<file path="src/rtl/nvm_seq_pkg.sv">
package nvm_seq_pkg;
  typedef enum logic [1:0] {
    NV_BOTH  = 2'b00,
    NV_ERASE = 2'b01,
    NV_WRITE = 2'b10,
    NV_RSVD  = 2'b11
  } nv_mode_e;

  localparam logic [1:0] SEL_ADDR = 2'd0;
  localparam logic [1:0] SEL_DATA = 2'd1;
  localparam logic [1:0] SEL_CTRL = 2'd2;

  localparam int unsigned CB_RD   = 0;
  localparam int unsigned CB_PROG = 1;
  localparam int unsigned CB_ARM  = 2;
  localparam int unsigned CB_IE   = 3;
  localparam int unsigned CB_MODE = 4;
endpackage

</file>
<file path="src/rtl/nvm_down_timer.sv">
module nvm_down_timer #(
  parameter int W = 4
) (
  input  logic         clk,
  input  logic         arst_n,
  input  logic         load,
  input  logic [W-1:0] load_val,
  output logic         active,
  output logic         last
);
  logic [W-1:0] cnt;

  always_ff @(posedge clk or negedge arst_n) begin
    if (!arst_n)        cnt <= '0;
    else if (load)      cnt <= load_val;
    else if (cnt != '0) cnt <= cnt - 1'b1;
  end

  assign active = (cnt != '0);
  assign last   = (cnt == W'(1));
endmodule

</file>
<file path="src/rtl/nvm_cell_array.sv">
module nvm_cell_array
  import nvm_seq_pkg::*;
#(
  parameter int DEPTH = 128,
  parameter int DW    = 8,
  localparam int AW   = $clog2(DEPTH)
) (
  input  logic          clk,
  input  logic          por_n,
  input  logic          commit,
  input  nv_mode_e      op_mode,
  input  logic [AW-1:0] wr_addr,
  input  logic [DW-1:0] wr_data,
  input  logic [AW-1:0] rd_addr,
  output logic [DW-1:0] rd_data
);
  logic [DW-1:0] cells [DEPTH];

  always_ff @(posedge clk or negedge por_n) begin
    if (!por_n) begin
      for (int i = 0; i < DEPTH; i++) cells[i] <= '1;
    end else if (commit) begin
      case (op_mode)
        NV_BOTH:  cells[wr_addr] <= wr_data;
        NV_ERASE: cells[wr_addr] <= '1;
        NV_WRITE: cells[wr_addr] <= cells[wr_addr] & wr_data;
        default:  cells[wr_addr] <= cells[wr_addr];
      endcase
    end
  end

  assign rd_data = cells[rd_addr];
endmodule

</file>
<file path="src/rtl/nvm_seq_ctrl.sv">
module nvm_seq_ctrl
  import nvm_seq_pkg::*;
#(
  parameter int DEPTH    = 128,
  parameter int DW       = 8,
  parameter int ARM_WIN  = 4,
  parameter int T_BOTH   = 27200,
  parameter int T_ERASE  = 14400,
  parameter int T_WRITE  = 14400,
  parameter int STALL_RD = 4,
  parameter int STALL_PG = 2,
  localparam int AW      = $clog2(DEPTH)
) (
  input  logic          clk,
  input  logic          por_n,
  input  logic          rst_n,
  input  logic          reg_we,
  input  logic [1:0]    reg_sel,
  input  logic [DW-1:0] reg_wdata,
  output logic [AW-1:0] addr_q,
  output logic [DW-1:0] data_q,
  output logic [1:0]    mode_q,
  output logic          arm_q,
  output logic          prog_q,
  output logic          rdy_ie_q,
  output logic          stall,
  output logic          irq
);
  localparam int TMAX1 = (T_BOTH > T_ERASE) ? T_BOTH : T_ERASE;
  localparam int TMAX  = (TMAX1 > T_WRITE) ? TMAX1 : T_WRITE;
  localparam int TW    = $clog2(TMAX + 1);
  localparam int SMAX  = (STALL_RD > STALL_PG) ? STALL_RD : STALL_PG;
  localparam int SW    = $clog2(SMAX + 1);
  localparam int ARW   = $clog2(ARM_WIN + 1);

  logic          sys_rst_n;
  logic          ctrl_wr, start_go, read_go, op_last;
  logic [TW-1:0] dur;
  logic [SW-1:0] stall_val;
  nv_mode_e      mode_r, op_mode;
  logic [AW-1:0] addr_r, op_addr;
  logic [DW-1:0] data_r, op_data, rd_byte;
  logic          ie_r;

  assign sys_rst_n = rst_n & por_n;
  assign ctrl_wr   = reg_we && (reg_sel == SEL_CTRL);
  // arm_q is cleared asynchronously by rst_n, so a request under reset is blocked
  assign start_go  = ctrl_wr && reg_wdata[CB_PROG] && arm_q && !prog_q
                     && (mode_r != NV_RSVD);
  assign read_go   = ctrl_wr && reg_wdata[CB_RD] && !prog_q && !start_go && rst_n;

  always_comb begin
    case (mode_r)
      NV_ERASE: dur = TW'(T_ERASE);
      NV_WRITE: dur = TW'(T_WRITE);
      default:  dur = TW'(T_BOTH);
    endcase
  end

  assign stall_val = start_go ? SW'(STALL_PG) : SW'(STALL_RD);

  nvm_down_timer #(.W(TW)) u_busy (
    .clk(clk), .arst_n(por_n), .load(start_go), .load_val(dur),
    .active(prog_q), .last(op_last)
  );

  nvm_down_timer #(.W(ARW)) u_arm (
    .clk(clk), .arst_n(sys_rst_n),
    .load(ctrl_wr && reg_wdata[CB_ARM]), .load_val(ARW'(ARM_WIN)),
    .active(arm_q), .last()
  );

  nvm_down_timer #(.W(SW)) u_stall (
    .clk(clk), .arst_n(sys_rst_n),
    .load(start_go || read_go), .load_val(stall_val),
    .active(stall), .last()
  );

  // operation snapshot, kept across rst_n
  always_ff @(posedge clk or negedge por_n) begin
    if (!por_n) begin
      op_addr <= '0;
      op_data <= '0;
      op_mode <= NV_BOTH;
    end else if (start_go) begin
      op_addr <= addr_r;
      op_data <= data_r;
      op_mode <= mode_r;
    end
  end

  // mode survives rst_n while an operation runs
  always_ff @(posedge clk or negedge por_n) begin
    if (!por_n)                               mode_r <= NV_BOTH;
    else if (!rst_n && !prog_q)               mode_r <= NV_BOTH;
    else if (rst_n && ctrl_wr && !prog_q)     mode_r <= nv_mode_e'(reg_wdata[CB_MODE +: 2]);
  end

  always_ff @(posedge clk or negedge sys_rst_n) begin
    if (!sys_rst_n) begin
      addr_r <= '0;
      data_r <= '0;
      ie_r   <= 1'b0;
    end else begin
      if (reg_we && reg_sel == SEL_ADDR && !prog_q) addr_r <= reg_wdata[AW-1:0];
      if (reg_we && reg_sel == SEL_DATA)            data_r <= reg_wdata;
      else if (read_go)                             data_r <= rd_byte;
      if (ctrl_wr)                                  ie_r   <= reg_wdata[CB_IE];
    end
  end

  nvm_cell_array #(.DEPTH(DEPTH), .DW(DW)) u_cells (
    .clk(clk), .por_n(por_n), .commit(op_last), .op_mode(op_mode),
    .wr_addr(op_addr), .wr_data(op_data), .rd_addr(addr_r), .rd_data(rd_byte)
  );

  assign addr_q   = addr_r;
  assign data_q   = data_r;
  assign mode_q   = mode_r;
  assign rdy_ie_q = ie_r;
  assign irq      = ie_r && !prog_q;
endmodule

</file>
<file path="config.mk">
export PLATFORM = sky130hd
export DESIGN_NAME = nvm_seq_ctrl
export DESIGN_NICKNAME = d
export VERILOG_FILES = /design/src/rtl/nvm_seq_pkg.sv /design/src/rtl/nvm_down_timer.sv /design/src/rtl/nvm_cell_array.sv /design/src/rtl/nvm_seq_ctrl.sv
export SDC_FILE = /design/constraint.sdc
export NUM_CORES = 2
export LEC_CHECK = 0
export BUFFER_PORTS_ARGS = -buffer_cell sky130_fd_sc_hd__buf_2
export CAP_MARGIN = 15
export CORE_MARGIN = 10
export CORE_UTILIZATION = 30
export CTS_CLUSTER_SIZE = 12
export DETAILED_ROUTE_END_ITERATION = 10
export SETUP_SLACK_MARGIN = 0.1
export SLEW_MARGIN = 20
export SYNTH_ARGS = -nofsm -noshare
export SYNTH_HDL_FRONTEND = slang
export SYNTH_SLANG_ARGS = --single-unit
</file>
<file path="constraint.sdc">
create_clock -name clk -period 5 [get_ports clk]
set_clock_uncertainty 0.05 [all_clocks]
set_input_delay 0.5 -clock clk [delete_from_list [all_inputs] [get_ports clk]]
set_output_delay 0.5 -clock clk [all_outputs]
set_load 0.005 [all_outputs]
</file>
After elaboration in Yosys (flattened, before gate mapping)
Index checks and enable logic that the tools add are counted.

storage, ports and cells
  bits of input ports = 14
  register bits = 1,080

cells by class
  equality and inequality tests = 8
  bitwise logic cells = 5
  muxes and demuxes = 24
  $add $sub $neg = 3
  reduce and logical (&&, ||, !) cells = 33
  $lt $le $gt $ge = 3

operators by type and width
  cell                   number
  $bwmux 1024            3
  $pmux 1024 s3          1
  $or 1024x1024->1024    1
  $bmux 8 s7             2
  $demux 8 s7            1
  $mux 8                 7
  $mux 15                3
  $logic_and 1x1->1      18
  $ge 8x8->1 const B     2
  $not 7->8              2
  $eq 15x1->1 const B    1
  $mux 3                 5
  $reduce_bool 15->1     1
  $sub 15x1->15 const B  1
  $reduce_bool 2->1      5
  $and 8x8->8            1
  $lt 8x1->1 const B     1
  $eq 2x1->1 const B     3
  $eq 2x2->1 const B     3
  $reduce_bool 3->1      2
  $sub 3x1->3 const B    2
  $logic_not 2->1        2
  $mux 2                 2
  $logic_not 1->1        3
  other kinds (4)        4

Depth between registers and ports, before layout
  word-level depth = 11
  gate-level depth with buffers = 15

Hierarchy
From an unflattened synthesis, not the netlist that was laid out.

unflattened totals
  cell total of the unflattened synthesis = 5,464
  area, all modules = 59,540.9 µm²

by module, submodules not included
  module                       instances  cells an instance  area an instance (µm²)
  nvm_cell_array               1          5,215              56,650.6
  nvm_seq_ctrl                 1          106                1,525.2
  nvm_down_timer at u_busy     1          99                 929.6
  nvm_down_timer at u_arm ...  2          22                 217.7

Least setup slack after synthesis
Ideal clock, no wire load.

  path kind = reg2reg
  start = reg addr_r[0] (netlist: addr_q[0])
  end = reg data_r[5] (netlist: data_q[5])
  data required time = 4.820 ns
  path buffers = 4
  setup slack = 1.945 ns
  arrival = 2.874 ns
  period minus slack after synthesis = 3.055 ns
  cell stages (with the launch flop) = 11
  library setup time = 0.130 ns
  path through = dfrtp_1 -> clkbuf_1 -> buf_2 -> buf_2 -> buf_2 -> mux4_2 -> mux4_2 -> a22oi_1 -> nand3_1 -> a21oi_1 -> o21ai_0

between the ends
  word-level cells in the longest chain between the ends = 6

RTL lines
  item                                        RTL line              RTL
  start: declaration                          nvm_seq_ctrl.sv:41    logic [AW-1:0] addr_r, op_addr;
  start signal: assignment                    nvm_seq_ctrl.sv:105   if (reg_we && reg_sel == SEL_ADDR && !prog_q) addr_r <= reg_wdata[AW-1:0];
  $not 7->8 (implied by the code)             nvm_cell_array.sv:32  assign rd_data = cells[rd_addr];
  $bmux 8 s7                                  nvm_cell_array.sv:32
  $mux 8 (implied by the code) (2 in series)  nvm_cell_array.sv:32
  $mux 8                                      nvm_seq_ctrl.sv:107   else if (read_go) data_r <= rd_byte;
  $mux 8                                      nvm_seq_ctrl.sv:106   if (reg_we && reg_sel == SEL_DATA) data_r <= reg_wdata;
  end signal: assignment                      nvm_seq_ctrl.sv:106
  end signal: assignment                      nvm_seq_ctrl.sv:107
  end: declaration                            nvm_seq_ctrl.sv:42    logic [DW-1:0] data_r, op_data, rd_byte;

Every way passes these cells. The select of a mux whose other input is x is not followed.
A chain may end at the register's enable or synchronous reset.

==> impl_metrics.json <==
{
  "antenna_found_initial": 17,
  "powerDensity_mw_per_mm2": 275,
  "dp.cells": 8020,
  "yosys.area.top_type": "dfstp_2",
  "die_area_mm2": 0.225,
  "worstMarginPinSlew_ns": 1.21,
  "start_kind": "flip-flop",
  "avgSynthCellArea_um2": 11.0,
  "grt_max_degree": 156,
  "finalPower_mw": 19.2,
  "drt_iter0_markers": 8231,
  "avgRoutedWirePerCell_um": 31.5,
  "wirelength_mm": 261,
  "irDropWorstVdd_uv": 307,
  "place_hpwl_mm": 170,
  "layoutNonFillerInstCount": 8268,
  "cts.sinks": 1080,
  "final_core_util_pct": 34.1,
  "fmax_ghz": 0.220,
  "clock-root-buffer": "clkbuf_16",
  "slew_headroom_pct": 19.1,
  "synth-seq-area-share_pct": 45.8,
  "num-fill-cells": 20200,
  "cts_tree": "yes",
  "die_w_um": 474,
  "setup_viol": 0,
  "synth_edf_count": 0,
  "std_cell_rows": 166,
  "synth-main-ff-cell": "dfstp_2",
  "globalRouteMet1Util_pct": 28.3,
  "cts-htree-levels": 4,
  "criticalPathCategory": "flip-flop to flip-flop",
  "syn_inst": 5641,
  "use_met2_pct": 32.4,
  "period_share_pct": 91.0,
  "ys_top_cells_by_area": "dfstp_2 44%, mux4_2 12%, nand2_1 5.8%",
  "use_met3_pct": 8.13,
  "yosys_warnings": 0,
  "clockPowerShare_pct": 51.1,
  "crit_arrival_ns": 5.16,
  "cts-resized-gates": 0,
  "grt_pass1_vias": 51100,
  "cts_buffers": 130,
  "finalHoldViolCount": 0,
  "outcome": "finished, final reports clean",
  "ant_nets": 0,
  "nets": 5494,
  "drive_gt1_share_pct": 39.1,
  "multiInputGateArea_mm2": 0.0307,
  "drc": 0,
  "syn_to_final_growth_pct": 12.9,
  "io_pins": 36,
  "p_int_mw": 14.8,
  "worst_ep_required_time_ns": 5.61,
  "gp_congestion": 0.970,
  "power.leakage_nw": 24.7,
  "initial_core_util_pct": 30.2,
  "grt_util_all_layers_pct": 22.4,
  "hp-class": "input port to async pin",
  "io_buffers": 35,
  "cap_violations": 0,
  "core_mm2": 0.205,
  "grt_overflow": 0,
  "async_flop_share_pct": 100,
  "finalCriticalPeriod_ns": 4.55,
  "r2r_start": "op_addr[2]$_DFFE_PN0P_",
  "crit_start": "op_addr[2]$_DFFE_PN0P_",
  "grt_pass1_wl_mm": 376,
  "setup_tns_ns": 0,
  "via_count": 52800,
  "seq_area_mm2": 0.0283,
  "p_sw_mw": 4.46,
  "die_y_um": 474,
  "p_comb_share_pct": 2.7,
  "viasPerCell": 6.39,
  "firstDrtPassIters": 7,
  "ys_ff_latch": 1080,
  "clk_latency_ns": 0.81,
  "cp_max_fo": 49,
  "p_seq_share_pct": 46.2,
  "grt_setup_unrepaired": "no",
  "crit_path_end_kind": "flip-flop",
  "top_usage_layer": "met2",
  "post-place-ws_ns": 0.663,
  "switching_share_pct": 23.2,
  "syn_nets": 5663,
  "netlist.area_leader.share_pct": 43.5,
  "clockBufferDepth": 3,
  "syn_area_mm2": 0.0618,
  "slew_violations": 0,
  "fin_ws_ns": 0.448,
  "synth_cell_types": 97,
  "cts.clk_slew.worst_paths_ns": 0.06
}
-- layout make-up --
type                       instances  area share [%]
sequential                      1080            40.6
tap                             2688            4.82
inverter                          36           0.201
antenna                            6          0.0215
clock buffer                     190            5.46
clock inverter                    44           0.756
timing repair buffer             306            4.25
multi-input combinational       3918            43.9
-- per-stage QoR --
stage / hold slack [ns] / area, um2
after CTS: 0.0168 / 69800
after detailed placement: 0.420 / 65400
after global routing: 0.0379 / 69800
after global placement: 0.412 / 65400
after floorplan: 0.154 / 61800
final: 0.000631 / 69800
-- power groups by stage --
| stage | clock network (mW) | registers, mW | logic, mW |
|---|---|---|---|
| floorplan | 0 | 8.97 | 0.230 |
| global placement | 0 | 9.00 | 0.507 |
| detailed placement | 0 | 9.00 | 0.524 |
| CTS | 9.88 | 8.87 | 0.530 |
| global route | 10.2 | 8.87 | 0.581 |
| finish | 9.83 | 8.87 | 0.518 |
-- cell families (layout without fill, tap and decap cells) --
| group | after synthesis | after routing | synth area share [%] |
|---|---|---|---|
| AOI/OAI and AO/OA | 1723 | 1723 | 19.6 |
| DFF | 1080 | 1080 | 45.8 |
| buffers and inverters | 643 | 576 | 5.01 |
| and+or+nand+nor | 1432 | 1432 | 9.89 |
| adders and majority gates | 8 | 8 | 0.162 |
| xor gates and xnor gates | 11 | 11 | 0.156 |
| other | 0 | 6 | 0 |
| muxes | 744 | 744 | 19.4 |
-- per-layer routing --
layer / up-vias / wire (um)
li1: 21200 / -
met1: 26500 / 96600
met2: 4061 / 110000
met3: 1069 / 35100
met4: 18 / 19200
met5: - / 149
-- final timing paths --
kind	slack [ns]	depth (start not counted)	to
worst min register to register	0.43	2	flip-flop
worst max register to register	0.45	10	flip-flop
max in group asynchronous	3.85	2	op_addr[1]$_DFFE_PN0P_
worst max-delay path	0.45	10	flip-flop
worst min-delay path	0.0006	1	async pin
min in group clk	0.04	2	addr_q[4]$_DFFE_PN0P_
-- synth_stat cells (all sizes together), types with 8 or more instances --
master	instances
dfstp	1024
nand2	950
o21ai	426
mux4	343
clkbuf	331
a21oi	285
buf	276
o31ai	228
mux2i	207
mux2	194
nor2	178
a221oi	158
nand3	132
o41ai	129
a22o	100
a22oi	95
dfrtp	56
o22ai	40
inv	35
a32o	33
a31oi	31
nand3b	28
nor2b	26
a221o	25
o221ai	22
nand2b	18
nor3	18
a211oi	14
o2bb2ai	14
a21boi	13
and2	12
and3b	12
a21bo	10
a222oi	10
or3b	10
a21o	9
o211ai	9
and3	8
ha	8
-- cell usage in the layout, fill, tap and decap left out, drive strengths merged, types with 9 or more instances in the layout --
cell / n
mux2i: 207
a21o: 9
a32o: 33
mux4: 343
a21boi: 13
dfrtp: 56
nor2: 178
nand2: 950
dfstp: 1024
a221o: 25
clkinv: 25
a222oi: 10
o21ai: 426
inv: 43
nand2b: 18
a22o: 100
a21oi: 285
bufinv: 9
a22oi: 95
nand3b: 28
o22ai: 40
o31ai: 228
nand3: 132
a21bo: 10
a211oi: 14
o221ai: 22
buf: 299
and2: 12
a31oi: 31
a221oi: 158
o211ai: 9
o41ai: 129
mux2: 194
o2bb2ai: 14
nor3: 18
nor2b: 26
or3b: 10
and3b: 12
clkbuf: 190
-- worst max-delay path, cell delays in order (launching register included) --
cell and delay (ns):
dfrtp_4 0.63, buf_12 0.25, nor3b_4 0.85, buf_4 0.47, a22o_1 0.18, o21bai_1 0.13, a311oi_2 0.62, nor3_1 0.13
o211a_4 0.38, buf_4 0.28, o41ai_1 0.39
-- timing repair --
item,CTS,global route
endpoints found under the setup margin,0,0
hold buffers,7,0
endpoints found under the hold margin,29,0
buffers inserted,0,0
No activity file was read; power rests on OpenSTA's default activity.
